### config.mk
export PLATFORM = sky130hd
export DESIGN_NAME = radio_stream_ctrl
export DESIGN_NICKNAME = d
export VERILOG_FILES = /design/src/rtl/radio_stream_ctrl.sv
export SDC_FILE = /design/constraint.sdc
export NUM_CORES = 1
export LEC_CHECK = 0
export BUFFER_PORTS_ARGS = -buffer_cell sky130_fd_sc_hd__buf_4
export CORE_MARGIN = 2
export CORE_UTILIZATION = 50
export CTS_CLUSTER_SIZE = 24
export DETAILED_ROUTE_END_ITERATION = 10
export GPL_TIMING_DRIVEN = 0
export PLACE_DENSITY = 0.75
export RECOVER_POWER = 25
export SLEW_MARGIN = 20
export SYNTH_ARGS = -nofsm -noshare
export SYNTH_HDL_FRONTEND = slang
export SYNTH_SLANG_ARGS = --single-unit
### constraint.sdc
create_clock -name clk -period 4 [get_ports clk]
set_clock_uncertainty 0.2 [all_clocks]
set_input_delay 0.6 -clock clk [delete_from_list [all_inputs] [get_ports clk]]
set_output_delay 0.6 -clock clk [all_outputs]
set_load 0.005 [all_outputs]
### src/rtl/radio_stream_ctrl.sv
module radio_stream_ctrl #(
  parameter logic [31:0] WIN_BASE        = 32'h0000_1000,
  parameter int          SLICE_BYTES     = 128,
  parameter int          MPP_W           = 16,
  parameter int          DATA_W          = 32,
  parameter logic [15:0] SAMPLES_PER_CYC = 16'd1,
  parameter logic [15:0] SAMPLE_BITS     = 16'd32
) (
  input  logic              clk,
  input  logic              rst_n,
  input  logic              wr_en,
  input  logic [31:0]       wr_addr,
  input  logic [31:0]       wr_data,
  input  logic [31:0]       rd_addr,
  output logic [31:0]       rd_data,
  output logic              go_cont,
  output logic              go_fin,
  output logic              go_stop,
  output logic              cmd_err,
  output logic              busy,
  output logic              done,
  output logic              pkt_valid,
  output logic [DATA_W-1:0] pkt_data,
  output logic              pkt_last,
  input  logic              pkt_ready
);
  localparam int OFF_W = $clog2(SLICE_BYTES);
  localparam logic [OFF_W-1:0] OFF_CAPS = OFF_W'(8'h04);
  localparam logic [OFF_W-1:0] OFF_CMD  = OFF_W'(8'h14);
  localparam logic [OFF_W-1:0] OFF_LO   = OFF_W'(8'h18);
  localparam logic [OFF_W-1:0] OFF_HI   = OFF_W'(8'h1C);
  localparam logic [OFF_W-1:0] OFF_MPP  = OFF_W'(8'h28);
  localparam logic [31:0] SPAN = 32'(SLICE_BYTES);

  logic [31:0]      wr_rel, rd_rel, cmd_val;
  logic [OFF_W-1:0] wr_off, rd_off;
  logic             wr_ch0, rd_ch0, cmd_wr;
  logic             is_stop, is_fin, is_cont, is_bad;

  assign wr_rel  = wr_addr - WIN_BASE;
  assign rd_rel  = rd_addr - WIN_BASE;
  assign wr_ch0  = wr_rel < SPAN;
  assign rd_ch0  = rd_rel < SPAN;
  assign wr_off  = wr_rel[OFF_W-1:0];
  assign rd_off  = rd_rel[OFF_W-1:0];
  assign cmd_wr  = wr_en && wr_ch0 && (wr_off == OFF_CMD);
  assign cmd_val = {1'b0, wr_data[30:0]};
  assign is_stop = cmd_val == 32'd0;
  assign is_fin  = cmd_val == 32'd1;
  assign is_cont = cmd_val == 32'd2;
  assign is_bad  = !(is_stop || is_fin || is_cont);

  logic [MPP_W-1:0] mpp_q;
  logic [63:0]      cnt_q;

  always_ff @(posedge clk) begin
    if (!rst_n) begin
      mpp_q <= '0;
      cnt_q <= '0;
    end else if (wr_en && wr_ch0) begin
      if (wr_off == OFF_MPP) mpp_q <= wr_data[MPP_W-1:0];
      if (wr_off == OFF_LO)  cnt_q[31:0]  <= wr_data;
      if (wr_off == OFF_HI)  cnt_q[63:32] <= wr_data;
    end
  end

  always_comb begin
    rd_data = '0;
    if (rd_ch0) begin
      case (rd_off)
        OFF_CAPS: rd_data = {SAMPLE_BITS, SAMPLES_PER_CYC};
        OFF_MPP:  rd_data = 32'(mpp_q);
        OFF_LO:   rd_data = cnt_q[31:0];
        OFF_HI:   rd_data = cnt_q[63:32];
        default:  rd_data = '0;
      endcase
    end
  end

  always_ff @(posedge clk) begin
    if (!rst_n) begin
      go_cont <= 1'b0;
      go_fin  <= 1'b0;
      go_stop <= 1'b0;
      cmd_err <= 1'b0;
    end else begin
      go_cont <= cmd_wr && is_cont;
      go_fin  <= cmd_wr && is_fin;
      go_stop <= cmd_wr && is_stop;
      cmd_err <= cmd_err || (cmd_wr && is_bad);
    end
  end

  logic              busy_q, cont_q, stop_pend_q, done_q;
  logic [63:0]       remain_q;
  logic [MPP_W-1:0]  size_q, left_q, eff_mpp;
  logic [DATA_W-1:0] idx_q;
  logic              fire, fin_end, last_w, at_boundary, stop_now, start_ok;

  assign eff_mpp     = (mpp_q == '0) ? MPP_W'(1) : mpp_q;
  assign fire        = busy_q && pkt_ready;
  assign fin_end     = !cont_q && (remain_q == 64'd1);
  assign last_w      = (left_q == MPP_W'(1)) || fin_end;
  assign at_boundary = left_q == size_q;
  assign stop_now    = cmd_wr && is_stop && busy_q;
  assign start_ok    = cmd_wr && (is_fin || is_cont) && !busy_q;

  always_ff @(posedge clk) begin
    if (!rst_n) begin
      busy_q      <= 1'b0;
      cont_q      <= 1'b0;
      stop_pend_q <= 1'b0;
      done_q      <= 1'b0;
      remain_q    <= '0;
      size_q      <= MPP_W'(1);
      left_q      <= MPP_W'(1);
      idx_q       <= '0;
    end else begin
      done_q <= 1'b0;
      if (start_ok) begin
        if (is_fin && cnt_q == 64'd0) begin
          done_q <= 1'b1;
        end else begin
          busy_q      <= 1'b1;
          cont_q      <= is_cont;
          stop_pend_q <= 1'b0;
          remain_q    <= cnt_q;
          size_q      <= eff_mpp;
          left_q      <= eff_mpp;
          idx_q       <= '0;
        end
      end else if (busy_q) begin
        if (fire) begin
          idx_q <= idx_q + 1'b1;
          if (!cont_q) remain_q <= remain_q - 64'd1;
          if (last_w) begin
            left_q <= size_q;
            if (fin_end) begin
              busy_q      <= 1'b0;
              done_q      <= 1'b1;
              stop_pend_q <= 1'b0;
            end else if (stop_pend_q || stop_now) begin
              busy_q      <= 1'b0;
              stop_pend_q <= 1'b0;
            end
          end else begin
            left_q <= left_q - 1'b1;
            if (stop_now) stop_pend_q <= 1'b1;
          end
        end else if (stop_now) begin
          if (at_boundary) begin
            busy_q      <= 1'b0;
            stop_pend_q <= 1'b0;
          end else begin
            stop_pend_q <= 1'b1;
          end
        end
      end
    end
  end

  assign busy      = busy_q;
  assign done      = done_q;
  assign pkt_valid = busy_q;
  assign pkt_data  = idx_q;
  assign pkt_last  = busy_q && last_w;
endmodule

# After elaboration in Yosys (flattened, before gate mapping)

Cells that the tools add are included.

Bits in registers: 216
Input port bits: 100
Word-level logic and storage cells: 116

$lt $le $gt $ge: 2
$add $sub $neg: 5
Bitwise operators: 1
Mux-type cells: 41
Eq/ne operators: 16
Reductions and logical operators: 36

Operators with widths:

| cell                                                | count |
|---|---|
| 2-to-1 mux 64 bit                                   | 5 |
| 2-to-1 mux 32 bit                                   | 5 |
| one-hot mux 32 bit (4 select lines)                 | 1 |
| 2-to-1 mux 16 bit                                   | 6 |
| == test 64 x 1 -> 1 bit, second input constant      | 1 |
| logical NOT 64 bit                                  | 1 |
| < comparator 32 x 8 -> 1 bit, second input constant | 2 |
| subtractor 32 x 13 -> 32 bit, second input constant | 2 |
| subtractor 64 x 1 -> 64 bit, second input constant  | 1 |
| == test 7 x 5 -> 1 bit, second input constant       | 5 |
| adder 32 x 1 -> 32 bit, second input constant       | 1 |
| logical NOT 32 bit                                  | 1 |
| == test 31 x 1 -> 1 bit, second input constant      | 1 |
| == test 31 x 2 -> 1 bit, second input constant      | 1 |
| 2-to-1 mux 1 bit                                    | 24 |
| == test 16 x 1 -> 1 bit, second input constant      | 1 |
| == test 16 bit                                      | 1 |
| logical NOT 16 bit                                  | 1 |
| subtractor 16 x 1 -> 16 bit, second input constant  | 1 |
| == test 7 x 6 -> 1 bit, second input constant       | 2 |
| logical AND 1 bit                                   | 13 |
| AND reduction 2 bit                                 | 4 |
| == test 7 x 3 -> 1 bit, second input constant       | 1 |
| logical OR 1 bit                                    | 6 |
| 10 further kinds                                    | 14 |

# Logic depth before layout (Yosys ltp)

Depth in word-level cells: 13
Gate-level depth with buffers: 12

# Least setup slack after synthesis

OpenSTA, ideal clock, no wires.

Kind: input to register
Start: input wr_addr[15]
End: register remain_q[42]
Data arrival time: 3.398 ns
Setup time: 0.117 ns
Slack: 0.285 ns
Data required time: 3.683 ns
Stages on the path: 9
Buffers on the path: 2
Cells stage by stage: or4_1 > buf_2 > nor4_1 > mux2i_1 > o2111ai_1 > o21ai_2 > buf_2 > o21ai_0 > a32o_1

Cells in the longest elaborated chain, start to end: 8
Elaborated cells between the ends (all ways): 12

RTL lines:

| what                                                                   | line | text |
|---|---|---|
| from (decl)                                                            | 12   | `input logic [31:0] wr_addr,` |
| subtractor 32 x 13 -> 32 bit (*)                                       | 40   | `assign wr_rel = wr_addr - WIN_BASE;` |
| < comparator 32 x 8 -> 1 bit (*)                                       | 42   | `assign wr_ch0 = wr_rel < SPAN;` |
| logical AND 1 bit (*) (2 in series)                                    | 46   | `assign cmd_wr = wr_en && wr_ch0 && (wr_off == OFF_CMD);` |
| logical AND 1 bit (*) (2 in series)                                    | 106  | `assign start_ok = cmd_wr && (is_fin \|\| is_cont) && !busy_q;` |
| inequality test 2 x 1 -> 1 bit (no line), or another cell as far along | --   |  |
| AND reduction 4 bit (no line)                                          | --   |  |
| to (signal assigned)                                                   | 127  | `remain_q <= cnt_q;` |
| to (signal assigned)                                                   | 135  | `if (!cont_q) remain_q <= remain_q - 64'd1;` |
| to (decl)                                                              | 95   | `logic [63:0] remain_q;` |

Mark *: on every way between the ends. The rest lies on a longest branch, timed or not.
A chain may end at the register's enable or synchronous reset.

# Worst setup path after layout

Start: input wr_addr[15]
End: register size_q[0]

Cells in the longest elaborated chain, start to end: 7

RTL lines:

| what                            | line | text |
|---|---|---|
| subtractor 32 x 13 -> 32 bit    | 40   |  |
| < comparator 32 x 8 -> 1 bit    | 42   |  |
| logical AND 1 bit (2 in series) | 46   |  |
| logical AND 1 bit (2 in series) | 106  |  |
| AND reduction 2 bit (no line)   | --   |  |
| to (signal assigned)            | 128  | `size_q <= eff_mpp;` |
| to (decl)                       | 96   | `logic [MPP_W-1:0] size_q, left_q, eff_mpp;` |

No other way between the ends.

==> run metrics <==
WHS=0.104 ns; gr ovfl total=0; Pint=~3.9 mW; TritonCTS buffer count=25; global-route wire length before repair=76.7 mm; Reg2Reg Launch Point=cnt_q[45]$_SDFFE_PN0P_; hold-fix buffers at CTS=0; worst hold start=wr_data[18]; Inst Count DP=2099; 1st-pass router iterations=10; reg2reg path depth=9; Least-Margin Pin Slew=between 1 and 1.5 ns; RSZ-0062 raised after global routing=no; Remaining DRCs=0; Skew-Pair Late Insertion Delay=0.54 ns; htree depth=1; clock share of power=0.522; Mapped Cells=approximately 1600; clk sinks=216; status=finished, final reports clean; layout cells sized above 1=0.169; max cap viols=0; Core Footprint=24200 sq um; largest net degree at the start of global routing=14; post-layout util=0.619; Final setup violation count=0; Detail Route Antenna Nets=0; PortBufs=approximately 170; pwr/cell area=approximately 330 nW/um^2; min-delay worst type=input pin to flip-flop; Final TNS setup=0 ns; Vias/cell=6.58; height of the die=between 150 and 200 um; syn nets=around 1700; minimum clock period=3.86 ns; Fmax=~260 MHz; vias in the first global route=13400; Pins Over Slew Limit=0; Final Hold Viols=0; setup slack, reg-to-reg=0.26 ns; mapped cell area=~12000 sq um; CP Class=input pin to flip-flop; Die ar.=25900 sq um; Post-Layout Cell Count=2144; area delta synth->final=21.9%; top_reg_cell synth=dfxtp_1; Rel. slew slack=0.275; leakage power=about 5.8 nW; FF+latch count, synth=216; worst vdd ir=0.000378 V; CTS tree=done; Detailed Route WL=49.9 mm; Wirelength per Cell=23.3 um; post-DP HPWL=36.8 mm; CP Data Required Time=4.22 ns; end point of the critical path=size_q[0]$_SDFFE_PN1P_; number of enable flip-flop cells after synthesis=0; Distinct cells, synth=73; CTS max path bufs=3; RR Endpoint=pkt_data[1]$_SDFFE_PN0P_; pre-CTS setup slack=-0.800 ns; initial antenna violation count=1; fin crit share=0.966; # Post-CTS Setup Buffers=0; Worst Setup SP=wr_addr[15]; part of the power in registers=0.432; warnings from Yosys=0; Root Buffer=clkbuf_16; switch share=0.223; clk slew on worst S/H paths=approximately 0.060 ns; CP Max Fanout=10; IO Pins=172; routability cong.=approximately 1.0; Final WS setup=0.136 ns; kind of end point of the critical path=flip-flop; ANT cells=0; combinational share of power=0.046; via count=14100; register area share after synthesis=0.351; Switch Pwr=between 1 and 1.5 mW; Mapped Avg Cell Area=7.68 sq um; 1st-iter DRT viols=between 1500 and 2000; Total Routing Usage GR=0.375; Rows=57; final net count=1907; crit path DAT=4.09 ns; die width=161 um; initial core utilization=0.508; ys async rst share=0; startpoint types=input pin
[power groups by stage]
stage	registers (mW)	logic [mW]	clock network, mW
floorplan	2.20	0.0790	0
detailed placement	2.20	0.221	0
global placement	2.20	0.219	0
CTS	2.15	0.222	2.59
finish	2.15	0.229	2.59
global route	2.15	0.242	2.67
[sequential cells by signal (all words and copies together), names as in the netlist]
register / cells
go_stop: 1
go_cont: 1
cmd_err: 1
pkt_data: 32
left_q: 16
done: 1
busy: 1
size_q: 16
go_fin: 1
remain_q: 64
mpp_q: 16
stop_pend_q: 1
cont_q: 1
cnt_q: 64
[what timing repair did]
item / in CTS / in global routing
gates cloned: 0 / 0
resized for setup: 9 / 22
pin swaps: 0 / 1
setup endpoints to repair: 61 / 93
[worst max-delay path, cell delays in order]
cell      delay [ns]
clkbuf_1        0.09
or4_1           0.51
buf_2           0.18
or4_4           0.48
buf_6           0.15
a221oi_2        0.23
and3_1          0.24
buf_6           0.17
clkbuf_1        0.61
nand2_1         0.42
a211o_1         0.38
[cells by family after synthesis]
kind of cell / Yosys count / share of synthesized area
flops: 216 / 0.351
mux: 88 / 0.0742
simple gates: 687 / 0.274
compound gates: 433 / 0.222
xor+xnor: 39 / 0.0277
fa+ha+maj: 5 / 0.00508
buf+inv: 137 / 0.0466
[synthesized netlist by cell type (4+ instances only)]
library cell / n / area [sq um]
and4_1: 9 / 78.8
ha_1: 5 / 62.6
nand3_1: 77 / 385
and3_1: 10 / 62.6
o21ai_0: 79 / 395
a22oi_1: 16 / 120
o22ai_1: 31 / 194
xor2_1: 10 / 87.6
nand2_1: 231 / 867
inv_1: 19 / 71.3
o31ai_1: 36 / 270
a211oi_1: 36 / 270
clkbuf_1: 81 / 304
or2_2: 7 / 43.8
mux2i_1: 61 / 611
a32o_1: 8 / 80.1
a21oi_1: 158 / 791
xnor2_1: 29 / 254
nand4_1: 25 / 156
mux2_2: 27 / 304
nand3b_1: 6 / 45.0
nand4b_1: 5 / 43.8
buf_1: 8 / 30.0
o211ai_1: 11 / 82.6
dfxtp_1: 216 / 4320
nor4_1: 61 / 382
o2111ai_1: 4 / 35.0
a31o_2: 6 / 52.6
nor2b_1: 5 / 31.3
buf_2: 24 / 120
or3_1: 19 / 119
nor3_1: 47 / 235
o22a_1: 5 / 43.8
nor4b_1: 5 / 43.8
nor2_1: 122 / 458
a31oi_1: 6 / 37.5
nand2b_1: 10 / 62.6
or4_1: 34 / 255
and2_1: 5 / 31.3
[worst min path at each step]
stage	to	slack, ns	cells after the start
floorplan	remain_q[25]$_SDFFE_PN0P_	0.23	2
global placement	remain_q[59]$_SDFFE_PN0P_	0.24	2
detailed placement	remain_q[59]$_SDFFE_PN0P_	0.25	2
CTS	cnt_q[18]$_SDFFE_PN0P_	0.11	3
global route	cnt_q[24]$_SDFFE_PN0P_	0.12	3
finish	cnt_q[18]$_SDFFE_PN0P_	0.10	3
[metrics by stage]
stage	cell area [sq um]	total power, mW
after CTS	15000	4.96
after global routing	15000	5.06
final	15000	4.97
after global placement	14000	2.42
after detailed placement	14000	2.42
after floorplan	12300	2.28
[layer usage]
layer | share of wire | GRT usage
met1 | 0.39 | 0.509
met4 | 0.048 | 0.157
met2 | 0.43 | 0.579
met3 | 0.13 | 0.0842
met5 | 0.00024 | 0
[layout make-up]
class	instances	area, sq um
plain buffers	118	510
clock buffers	33	706
clock inverters	12	215
fillers	2252	9230
inverters	19	71.3
multi-input cells	1252	7520
flip-flops and latches	216	4320
well taps	324	405
repair buffers	170	1260
[cells in the final DEF (no fill, tap or decap), drive strengths merged, types with 29 or more instances in the layout]
master  count
clkbuf    170
xnor2      29
nor4       61
dfxtp     216
o31ai      36
nand2     232
o21ai      83
o22ai      31
nand3      77
mux2i      61
or4        35
nor3       47
a21oi     160
buf       151
nor2      123
a211oi     36
(Power assumes the default switching activity.)
